--- src/rtl/bcdinc_pkg.sv ---
package bcdinc_pkg;
  localparam int DIGIT_W   = 4;
  localparam int DIGIT_MAX = 9;
  typedef logic [DIGIT_W-1:0] bcd_digit_t;
endpackage

--- src/rtl/bcdinc_digit_stage.sv ---
module bcdinc_digit_stage
  import bcdinc_pkg::*;
(
  input  bcd_digit_t digit_i,
  input  logic       inc_i,
  output bcd_digit_t digit_o,
  output logic       carry_o
);
  logic legal_d;
  logic at_max_d;

  always_comb begin
    legal_d  = (digit_i <= bcd_digit_t'(DIGIT_MAX));
    at_max_d = (digit_i == bcd_digit_t'(DIGIT_MAX));
  end

  always_comb begin
    if (!legal_d) begin
      // illegal code: force zero and request carry
      digit_o = '0;
      carry_o = 1'b1;
    end else if (inc_i && at_max_d) begin
      digit_o = '0;
      carry_o = 1'b1;
    end else if (inc_i) begin
      digit_o = digit_i + bcd_digit_t'(1);
      carry_o = 1'b0;
    end else begin
      digit_o = digit_i;
      carry_o = 1'b0;
    end
  end
endmodule

--- src/rtl/bcdinc_ripple.sv ---
module bcdinc_ripple
  import bcdinc_pkg::*;
#(
  parameter int NUM_DIGITS = 3,
  localparam int WORD_W    = NUM_DIGITS * DIGIT_W
) (
  input  logic [WORD_W-1:0] word_i,
  output logic [WORD_W-1:0] word_o,
  output logic              carry_o
);
  logic [NUM_DIGITS:0] chain;

  assign chain[0] = 1'b1;

  for (genvar g = 0; g < NUM_DIGITS; g++) begin : g_stage
    bcd_digit_t d_in;
    bcd_digit_t d_out;
    assign d_in = word_i[g*DIGIT_W +: DIGIT_W];
    bcdinc_digit_stage u_stage (
      .digit_i (d_in),
      .inc_i   (chain[g]),
      .digit_o (d_out),
      .carry_o (chain[g+1])
    );
    assign word_o[g*DIGIT_W +: DIGIT_W] = d_out;
  end

  assign carry_o = chain[NUM_DIGITS];
endmodule

--- src/rtl/bcdinc_word.sv ---
module bcdinc_word
  import bcdinc_pkg::*;
#(
  parameter int NUM_DIGITS = 3,
  localparam int WORD_W    = NUM_DIGITS * DIGIT_W
) (
  input  logic [WORD_W-1:0] bcd_in,
  output logic [WORD_W-1:0] bcd_out,
  output logic              carry_out
);
  bcdinc_ripple #(.NUM_DIGITS(NUM_DIGITS)) u_ripple (
    .word_i  (bcd_in),
    .word_o  (bcd_out),
    .carry_o (carry_out)
  );
endmodule

--- config.mk ---
export PLATFORM = sky130hd
export DESIGN_NAME = bcdinc_word
export DESIGN_NICKNAME = d
export VERILOG_FILES = /design/src/rtl/bcdinc_pkg.sv /design/src/rtl/bcdinc_digit_stage.sv /design/src/rtl/bcdinc_ripple.sv /design/src/rtl/bcdinc_word.sv
export SDC_FILE = /design/constraint.sdc
export NUM_CORES = 1
export LEC_CHECK = 0
export BUFFER_PORTS_ARGS = -buffer_cell sky130_fd_sc_hd__buf_2
export CAP_MARGIN = 15
export CELL_PAD_IN_SITES_DETAIL_PLACEMENT = 2
export CELL_PAD_IN_SITES_GLOBAL_PLACEMENT = 2
export CORE_ASPECT_RATIO = 0.8
export CORE_MARGIN = 1
export CORE_UTILIZATION = 24
export DETAILED_ROUTE_END_ITERATION = 8
export GPL_TIMING_DRIVEN = 0
export MAX_ROUTING_LAYER = met4
export PLACE_DENSITY = 0.85
export SYNTH_ARGS = -nofsm -noshare
export SYNTH_HDL_FRONTEND = slang
export SYNTH_SLANG_ARGS = --single-unit
--- constraint.sdc ---
create_clock -name vclk -period 1.15
set_input_delay 0 -clock vclk [all_inputs]
set_output_delay 0 -clock vclk [all_outputs]
set_load 0.005 [all_outputs]
# Word-level counts from Yosys, hierarchy flattened
# Index checks and enable logic that the tools add are counted.
[totals] input_bits=12 output_inout_bits=13 register_bits=0 elab_cells=25
[op_classes] order_cmp=3 n_addsub=3 n_eq_ne=3 reduce_logical=2 n_mux=14
[op_table] cell="4-bit 2-to-1 mux" n=8
[op_table] cell="4-bit by 1-bit adder with 4-bit output (second input constant)" n=3
[op_table] cell="4-bit equality test (second input constant)" n=3
[op_table] cell="4-bit less-or-equal comparator (second input constant)" n=3
[op_table] cell="1-bit 2-to-1 mux" n=6
[op_table] cell="1-bit logical AND" n=2

# Longest topological paths before layout
# Gate-level depths: netlist (run 1).
[logic_depth] word_depth=9 mapped_depth=5

# Cells and area by module
# A second synthesis (run 1) with hierarchy kept.
[hier_totals] hier_cells=64 area_unflattened_um2=514.2
[by_module_without_submodules] mod="bcdinc_digit_stage" area_each_um2=170.2 cells_each=21 n_inst=3
[by_module_without_submodules] mod="bcdinc_ripple" area_each_um2=3.8 cells_each=1 n_inst=1

# Worst setup path before layout (run 1)
# No wires, ideal clock.
[synth_path] kind="input to output" startpoint="input port bcd_in[5]" endpoint="output port bcd_out[10]" path_slack_ns=0.172 path_stages=5 arrival_time_ns=0.978 path_cell_list="inv_1 -> ha_1 -> o21ba_2 -> o22ai_1 -> mux2_2"
[synth_between] elab_chain_len=7
[synth_lines] item="start, declared" line="bcdinc_word.sv:7" text="input logic [WORD_W-1:0] bcd_in,"
[synth_lines] item="4-bit equality test" line="bcdinc_digit_stage.sv:14" text="at_max_d = (digit_i == bcd_digit_t'(DIGIT_MAX));"
[synth_lines] item="1-bit logical AND" line="bcdinc_digit_stage.sv:22" text="end else if (inc_i && at_max_d) begin"
[synth_lines] item="1-bit 2-to-1 mux" line="bcdinc_digit_stage.sv:22"
[synth_lines] item="1-bit 2-to-1 mux (*)" line="bcdinc_digit_stage.sv:18" text="if (!legal_d) begin"
[synth_lines] item="4-bit 2-to-1 mux / 1-bit logical AND (equally long branches)" line="bcdinc_digit_stage.sv:25, bcdinc_digit_stage.sv:22"
[synth_lines] item="4-bit 2-to-1 mux (*)" line="bcdinc_digit_stage.sv:22"
[synth_lines] item="4-bit 2-to-1 mux (*)" line="bcdinc_digit_stage.sv:18"
[synth_lines] item="end, declared" line="bcdinc_word.sv:8" text="output logic [WORD_W-1:0] bcd_out,"
# Mark *: on every way between the ends. The rest lies on a longest branch, timed or not.

# Final worst setup path (run 1)
[layout_path] startpoint="input port bcd_in[8]" endpoint="output port bcd_out[10]"
[layout_between] elab_chain_len=4
[layout_lines] item="4-bit by 1-bit adder with 4-bit output / 4-bit equality test (equally long branches)" line="bcdinc_digit_stage.sv:26, bcdinc_digit_stage.sv:14"
[layout_lines] item="4-bit 2-to-1 mux / 1-bit logical AND (equally long branches)" line="bcdinc_digit_stage.sv:25, bcdinc_digit_stage.sv:22"
[layout_lines] item="4-bit 2-to-1 mux" line="bcdinc_digit_stage.sv:22"
[layout_lines] item="4-bit 2-to-1 mux (*)" line="bcdinc_digit_stage.sv:18"
# Marks and branches as above.

==> impl_metrics.yaml, run 1 <==
sta:
  max_clock_freq_mhz: 872.6
  tightest_slew_ns: 0.5268
  setup-violations-final: 0
  fin_crit_sh_pct: 99.65
  min_period_ns: 1.146
  drv_slew: 0
  setup_ws_ns: 0.004023
  hold_viol_final: 0
  maxSlewHeadroom_pct: 64.43
global_routing:
  grt_antenna_before_repair: 0
  grtUsageTotal_pct: 19.29
  grt_pass1_vias: 551
  grt-ovfl-total: 0
  grt_pass1_wl_um: 2815
  grt_max_degree: 9
floorplanning:
  die_x_um: 50.30
  die_h_um: 40.64
  core-area_mm2: 0.001692
  initial_utilization_pct: 26.48
  ios: 25
  dieArea_mm2: 0.002044
  rows: 13
synthesis:
  synth_top_cells_by_count: "nand2_1 (8), ha_1 (6), inv_1 (5), nor2_1 (5)"
  yosysTopAreaCellShare_pct: 16.76
  ys_types: 26
  syn_area_per_cell_um2: 7.466
  syn_nets: 78
  ys_seq_area_share_pct: 0
  netlist_instances: 60
  synth-warning-count: 0
  synth_top_area_cell: "ha_1"
  synth_area_leaders: "ha_1 (17%), mux2i_1 (8.9%), nand2_1 (6.7%), a2bb2oi_4 (5.9%), o22ai_1 (5.6%)"
  synthesis.area_um2: 447.9
  synth_most_common_cell: "nand2_1"
drt:
  finalWirelength_um: 2472
  vias: 615
  first_pass_iters: 4
  initialDrtViolationCount: 2
  drtAntennaViolNets: 0
  vias_per_cell: 5.442
  wl_per_cell_um: 21.88
  drc_errors: 0
hold_path:
  hold_depth: 4
  hp-start: "bcd_in[2]"
  min_to: "bcd_out[2]"
  min_path_type: "in -> out"
place:
  io_buffer_count: 25
  pre_cts_ws_ns: -0.1896
  postPlaceCellArea_um2: 600.6
  gp_congestion: 0.7964
  place.detailed.hpwl_um: 1301
layout:
  n_antenna_cell: 0
  drive_gt1_share_pct: 50.55
  final-seq-area_um2: 0
  multi_input_area_um2: 501.7
  stdcell_area_um2: 782.0
  nets: 111
  areaGrowthSynthToFinish_pct: 74.58
  seq_cells: 0
  nFillCells: 196
  n_clock_buffer: 0
  final_util_pct: 46.23
pwr:
  p_total_mw: 0.3284
  switchingPower_mw: 0.1673
  power.leakage_nw: 0.3475
  comb_power_share_pct: 100.0
  seq_power_share_pct: 0
  power_frac_clock_pct: 0
  p_per_area_mw_per_mm2: 419.9
  ir_worst_vdd_v: 0.0001500
  internal_power_mw: 0.1611
  sw_frac_of_total_pct: 50.94
clocking:
  postCtsHoldBufs: 0
setup_path:
  cpPeakStageDelay_ns: 0.33
  critPathSlowestCell: "mux2_4"
  path_cells: "buf_2 -> ha_1 -> nand4_1 -> o22ai_4 -> mux2_4 -> buf_6"
  worstPathRequired_ns: 1.15
  end_kind: "output port"
  setup.worst_path.class: "in -> out"
  crit_fanout: 5
  cp.arrival_ns: 1.15
  critPathLaunchType: "input pin"
run_status:
  status: "complete, no violations"
flow_run:
  cap_violations: 0
## critical path, delay by kind of cell
kind | cells | cell delay [ns]
adder cells (fa/ha/maj) | 1 | 0.21
AO/OA/AOI/OAI | 1 | 0.17
buffers and inverters | 2 | 0.25
multiplexers | 1 | 0.33
AND/OR/NAND/NOR | 1 | 0.19
## cell families after synthesis
| kind of cell | share of synthesized area, % |
|---|---|
| adder cells (fa/ha/maj) | 16.76 |
| multiplexers | 11.45 |
| AND/OR/NAND/NOR | 23.74 |
| XOR/XNOR | 7.823 |
| buffers and inverters | 4.190 |
| AO/OA/AOI/OAI | 36.03 |
## per-layer routing
metal  vias to the layer above  routed length [µm]  global-route usage (%)
met3                        10                  98                       0
met2                        21                1200                   41.33
li1                        287                   -                       -
met1                       297                1061                   22.22
met5                         -                   0                       -
met4                         0                 112                       0
## worst max-delay path by stage
stage          startpoint          end  slack [ns]  cells after the start
4_1_cts         bcd_in[5]  bcd_out[10]      0.0005                      7
2_1_floorplan   bcd_in[5]  bcd_out[10]        0.17                      5
3_3_place_gp    bcd_in[4]  bcd_out[10]       -0.17                      7
5_1_grt         bcd_in[4]   bcd_out[4]       -0.07                      7
6_report        bcd_in[8]  bcd_out[10]       0.004                      6
3_5_place_dp    bcd_in[4]  bcd_out[10]       -0.19                      7
## final cells by class
| type | instances | share of cell area (%) |
|---|---|---|
| inverters | 5 | 3.360 |
| repair buffers | 31 | 28.96 |
| multi-input cells | 55 | 64.16 |
| well taps | 22 | 3.520 |
## power groups by stage
stage | clock network [mW] | registers, mW | logic (mW)
CTS | 0 | 0 | 0.262
detailed placement | 0 | 0 | 0.232
global placement | 0 | 0 | 0.221
floorplan | 0 | 0 | 0.124
finish | 0 | 0 | 0.328
global route | 0 | 0 | 0.350
## per-stage QoR
step / TNS, ns / std cells / hold slack, ns
after floorplan: 0 / 60 / 0.03110
after global placement: -0.2577 / 107 / 0.3452
after detailed placement: -0.4080 / 107 / 0.3586
after CTS: 0 / 108 / 0.3590
after global routing: -0.1844 / 113 / 0.3559
final: 0 / 113 / 0.3349
## what timing repair did
item / 4_1_cts / 5_1_grt
endpoints found under the hold margin: 0 / 0
pin swaps: 3 / 7
setup endpoints to repair: 7 / 4
resized for setup: 12 / 21
buffers inserted: 1 / 5
## layout by cell type (no fill, tap or decap)
master,Yosys,layout
a21oi_1,1,1
a2bb2oi_4,1,1
and2b_2,1,1
buf_12,0,2
buf_2,0,20
buf_4,0,5
buf_6,0,3
buf_8,0,1
ha_1,6,2
ha_2,0,2
ha_4,0,2
inv_1,5,3
inv_4,0,1
inv_6,0,1
mux2_4,0,1
mux2i_1,4,4
nand2_1,8,8
nand2b_1,2,2
nand3_1,2,2
nand4_1,1,1
nand4b_1,1,1
nor2_1,5,5
nor2b_1,1,1
nor3_2,0,1
o211ai_1,2,2
o21ai_0,3,2
o21ai_1,0,1
o21ba_4,0,2
o21bai_1,1,1
o22ai_1,4,3
o22ai_4,0,1
o2bb2ai_1,1,1
o311ai_0,1,1
o31ai_4,1,1
o32ai_2,0,1
xnor2_1,2,2
xor2_1,2,2
Note: power is estimated with default switching activity, not from simulation.
==> inputs of run 2 (changes only) <==
PLACE_DENSITY = 0.9   (was 0.85)
SLEW_MARGIN = 10   (was default)
==> run 2 against run 1 <==
Utilization is 3.0 points lower. Fmax is 0.30% lower. Routed wire length is 15% lower. Flip-flop and latch count stayed put. First-iteration DRC count grew to 3.5 times the previous value. Non-clock buffer count is 3 lower. Final area is 6.6% lower.
==> impl_metrics.yaml, run 2 (synthesized netlist as in run 1, its figures left out) <==
layout:
  n_antenna_cell: 0
  instances_no_fill: 110
  final_common_cell: "buf_2"
  seq_cells: 0
  nets: 108
  drive_gt1_share_pct: 47.73
  multi_input_area_um2: 494.2
  layout_common_cells: "buf_2 (20), nand2_1 (8), nor2_1 (5), buf_4 (5), mux2i_1 (4)"
  final-seq-area_um2: 0
  stdcell_area_um2: 730.7
  n_clock_buffer: 0
  areaGrowthSynthToFinish_pct: 63.13
  nFillCells: 203
sta:
  min_period_ns: 1.149
  drv_slew: 0
  fin_setup_tns_ns: 0
  hold_viol_final: 0
  max_clock_freq_mhz: 870.0
  rsz0062_at_grt: "yes"
  setup-violations-final: 0
  tightest_slew_ns: 0.3738
  maxSlewHeadroom_pct: 74.77
  fin_crit_sh_pct: 99.95
hold_path:
  min_path_type: "in -> out"
  hp-start: "bcd_in[5]"
setup_path:
  crit_start: "bcd_in[4]"
  end_kind: "output port"
  worstPathRequired_ns: 1.15
  setup.worst_path.class: "in -> out"
  critPathLaunchType: "input pin"
  cp.arrival_ns: 1.15
  crit_fanout: 4
global_routing:
  grt_antenna_before_repair: 0
  grt_max_degree: 9
  grt_pass1_vias: 577
  grt_pass1_wl_um: 2946
  grt-ovfl-total: 0
  grtUsageTotal_pct: 20.73
floorplanning:
  die_h_um: 40.64
  die_x_um: 50.30
  ios: 25
  initial_utilization_pct: 26.48
  core-area_mm2: 0.001692
  dieArea_mm2: 0.002044
  rows: 13
pwr:
  p_per_area_mw_per_mm2: 410.1
  ir_worst_vdd_v: 0.0001247
  power.leakage_nw: 0.3243
drt:
  initialDrtViolationCount: 7
  vias: 589
  drc_errors: 0
  vias_per_cell: 5.355
  first_pass_iters: 3
  finalWirelength_um: 2112
  wl_per_cell_um: 19.20
  drtAntennaViolNets: 0
place:
  gp_congestion: 0.7831
  dp_cells: 107
  place.detailed.hpwl_um: 1318
  postPlaceCellArea_um2: 600.6
  io_buffer_count: 25
run_status:
  status: "complete, no violations"
flow_run:
  cap_violations: 0
[run 2: cell count changes in the layout (fill, tap and decap cells not counted), sizes merged]
cell,delta
buf,-3
[run 2: final timing paths]
| check | endpoint | cells past startpoint |
|---|---|---|
| hold / removal | bcd_out[5] | 4 |
| setup / recovery | bcd_out[10] | 7 |
[run 2: metal layers]
metal	wire [µm]	global-route usage (%)	vias up
met1	878	22.44	297
met2	1172	42.67	10
met4	10	4.861	0
met3	51	1.852	2
met5	0	-	-
li1	-	-	280
[run 2: power breakdown]
part | switching, mW | internal [mW] | total, mW
Sequential | 0 | 0 | 0
Combinational | 0.156 | 0.144 | 0.300
Clock | 0 | 0 | 0
[run 2: layout make-up]
cell class	count	area share [%]
Inverter	5	3.938
Tap cell	22	3.767
Timing Repair Buffer	28	24.66
Multi-Input combinational cell	55	67.64
[run 2: stage by stage]
stage / util, % / hold WS [ns] / total power, mW / setup WS, ns
final: 43.20 / 0.3782 / 0.2997 / 0.0005872
after global routing: 43.20 / 0.3948 / 0.3217 / -0.02498
after CTS: 39.50 / 0.3538 / 0.2593 / 0.002306
after detailed placement: 35.50 / 0.3589 / 0.2310 / -0.1955
after global placement: 35.50 / 0.3448 / 0.2199 / -0.1704
after floorplan: - / 0.03110 / 0.1240 / 0.1722
[run 2: what timing repair did]
item                       in CTS  in global routing
pin swaps                       3                  7
setup buffers                   2                  1
hold buffers                    0                  0
setup endpoints to repair       7                  6
resized for setup              13                 16
[run 2: critical path, cell delays in order]
cell	delay, ns
buf_6	0.11
inv_4	0.05
ha_4	0.17
o21ba_4	0.21
o22ai_4	0.16
mux2_4	0.33
buf_6	0.12
==> inputs of run 3 (changes only) <==
SETUP_SLACK_MARGIN = 0.3   (was default)
==> run 3 against run 2 <==
Setup slack better by 0.053 ns. Total power is 5.3% higher. Critical path depth stayed put. Utilization is 3.3 points higher. Final area is 7.5% higher. Hold slack worse by 0.010 ns. Clock-buffer cell count stayed put. Flip-flop and latch count stayed put. Global-route usage is 0.42 points higher. Fmax is 4.8% higher. Via count is 0.85% lower. Routed wire length is 6.7% lower.
==> impl_metrics.yaml, run 3 (synthesized netlist as in run 1, its figures left out) <==
run_status:
  status: "complete, no violations"
drt:
  first_pass_iters: 4
  vias_per_cell: 5.168
  finalWirelength_um: 1970
  wl_per_cell_um: 17.43
  drc_errors: 0
  drtAntennaViolNets: 0
  initialDrtViolationCount: 2
  vias: 584
floorplanning:
  rows: 13
  die_x_um: 50.30
  dieArea_mm2: 0.002044
  ios: 25
  initial_utilization_pct: 26.48
  die_h_um: 40.64
  core-area_mm2: 0.001692
setup_path:
  cp.buffers_inverters: 3
  critPathLaunchType: "input pin"
  cp.arrival_ns: 1.10
  crit_fanout: 4
  worstPathRequired_ns: 1.15
  cpLargestDelayFamily: "compound AO/OA/AOI/OAI gates"
  end_kind: "output port"
  critPathSlowestCell: "mux2_4"
  path_cells: "buf_12 -> inv_6 -> ha_4 -> o21ba_4 -> o22ai_2 -> mux2_4 -> buf_6"
  setup.worst_path.class: "in -> out"
  cpPeakStageDelay_ns: 0.32
pwr:
  ir_worst_vdd_v: 0.0001780
  p_per_area_mw_per_mm2: 401.7
  power.leakage_nw: 0.3485
sta:
  tightest_slew_ns: 0.4031
  setup-violations-final: 0
  max_clock_freq_mhz: 911.9
  maxSlewHeadroom_pct: 72.78
  min_period_ns: 1.097
  rsz0062_at_grt: "yes"
  fin_setup_tns_ns: 0
  fin_crit_sh_pct: 95.36
  hold_viol_final: 0
  drv_slew: 0
global_routing:
  grtUsageTotal_pct: 21.15
  grt_pass1_vias: 581
  grt-ovfl-total: 0
  grt_antenna_before_repair: 0
  grt_max_degree: 9
  grt_pass1_wl_um: 3132
layout:
  final-seq-area_um2: 0
  areaGrowthSynthToFinish_pct: 75.42
  seq_cells: 0
  instances_no_fill: 113
  layout_common_cells: "buf_2 (18), nand2_1 (8), buf_4 (6), nor2_1 (5)"
  n_clock_buffer: 0
  drive_gt1_share_pct: 50.55
  n_antenna_cell: 0
  final_common_cell: "buf_2"
  nets: 111
clocking:
  postCtsHoldBufs: 0
place:
  io_buffer_count: 25
  place.detailed.hpwl_um: 1275
  dp_cells: 107
  gp_congestion: 0.7519
hold_path:
  min_path_type: "in -> out"
flow_run:
  cap_violations: 0
==> run 3: cell count changes in the layout (fill, tap and decap cells not counted), sizes merged <==
| cell | delta |
|---|---|
| buf | +3 |
==> run 3: repair_timing <==
item	CTS	global route
buffers inserted	6	0
cloned	0	0
endpoints found under the setup margin	10	11
resized for setup	22	4
pin swaps	6	1
==> run 3: layout make-up <==
type | count | area [µm²]
multi-input combinational | 55 | 496.7
tap | 22 | 27.53
fill | 202 | 905.9
timing repair buffer | 31 | 230.2
inverter | 5 | 31.28
==> run 3: final timing paths <==
check             startpoint           to  slack, ns  cells after the start
setup / recovery   bcd_in[4]  bcd_out[10]       0.05                      7
hold / removal     bcd_in[3]   bcd_out[2]       0.37                      3
==> run 3: where the power goes <==
part,total [mW],switching (mW),internal [mW]
clock,0,0,0
combinational,0.316,0.154,0.162
sequential,0,0,0
total,0.316,0.154,0.162
==> run 3: through the flow <==
stage / instance area (µm²) / worst slack [ns] / hold WS (ns) / util [%] / total power [mW]
5_1_grt: 785.8 / 0.02488 / 0.3899 / 46.45 / 0.3385
4_1_cts: 774.5 / 0.03321 / 0.3558 / 45.78 / 0.3000
3_3_place_gp: 649.4 / -0.04787 / 0.3480 / 38.39 / 0.2388
2_1_floorplan: 496.7 / 0.3028 / 0.03110 / - / 0.1389
3_5_place_dp: 649.4 / -0.06947 / 0.3540 / 38.39 / 0.2504
6_report: 785.8 / 0.05340 / 0.3683 / 46.45 / 0.3156
==> run 3: layer usage <==
metal	share of wire [%]	routed length [µm]	global-route usage, %	up-vias
li1	-	-	-	285
met2	47	933	39.33	14
met5	0	0	-	-
met4	0	0	0	0
met3	1.5	29	0	0
met1	51	1007	28.21	285
==> run 3: tightest hold or removal path: cells and delay by family <==
family / cells / cell delay [ns]
simple gates: 1 / 0.06
buf+inv: 2 / 0.30
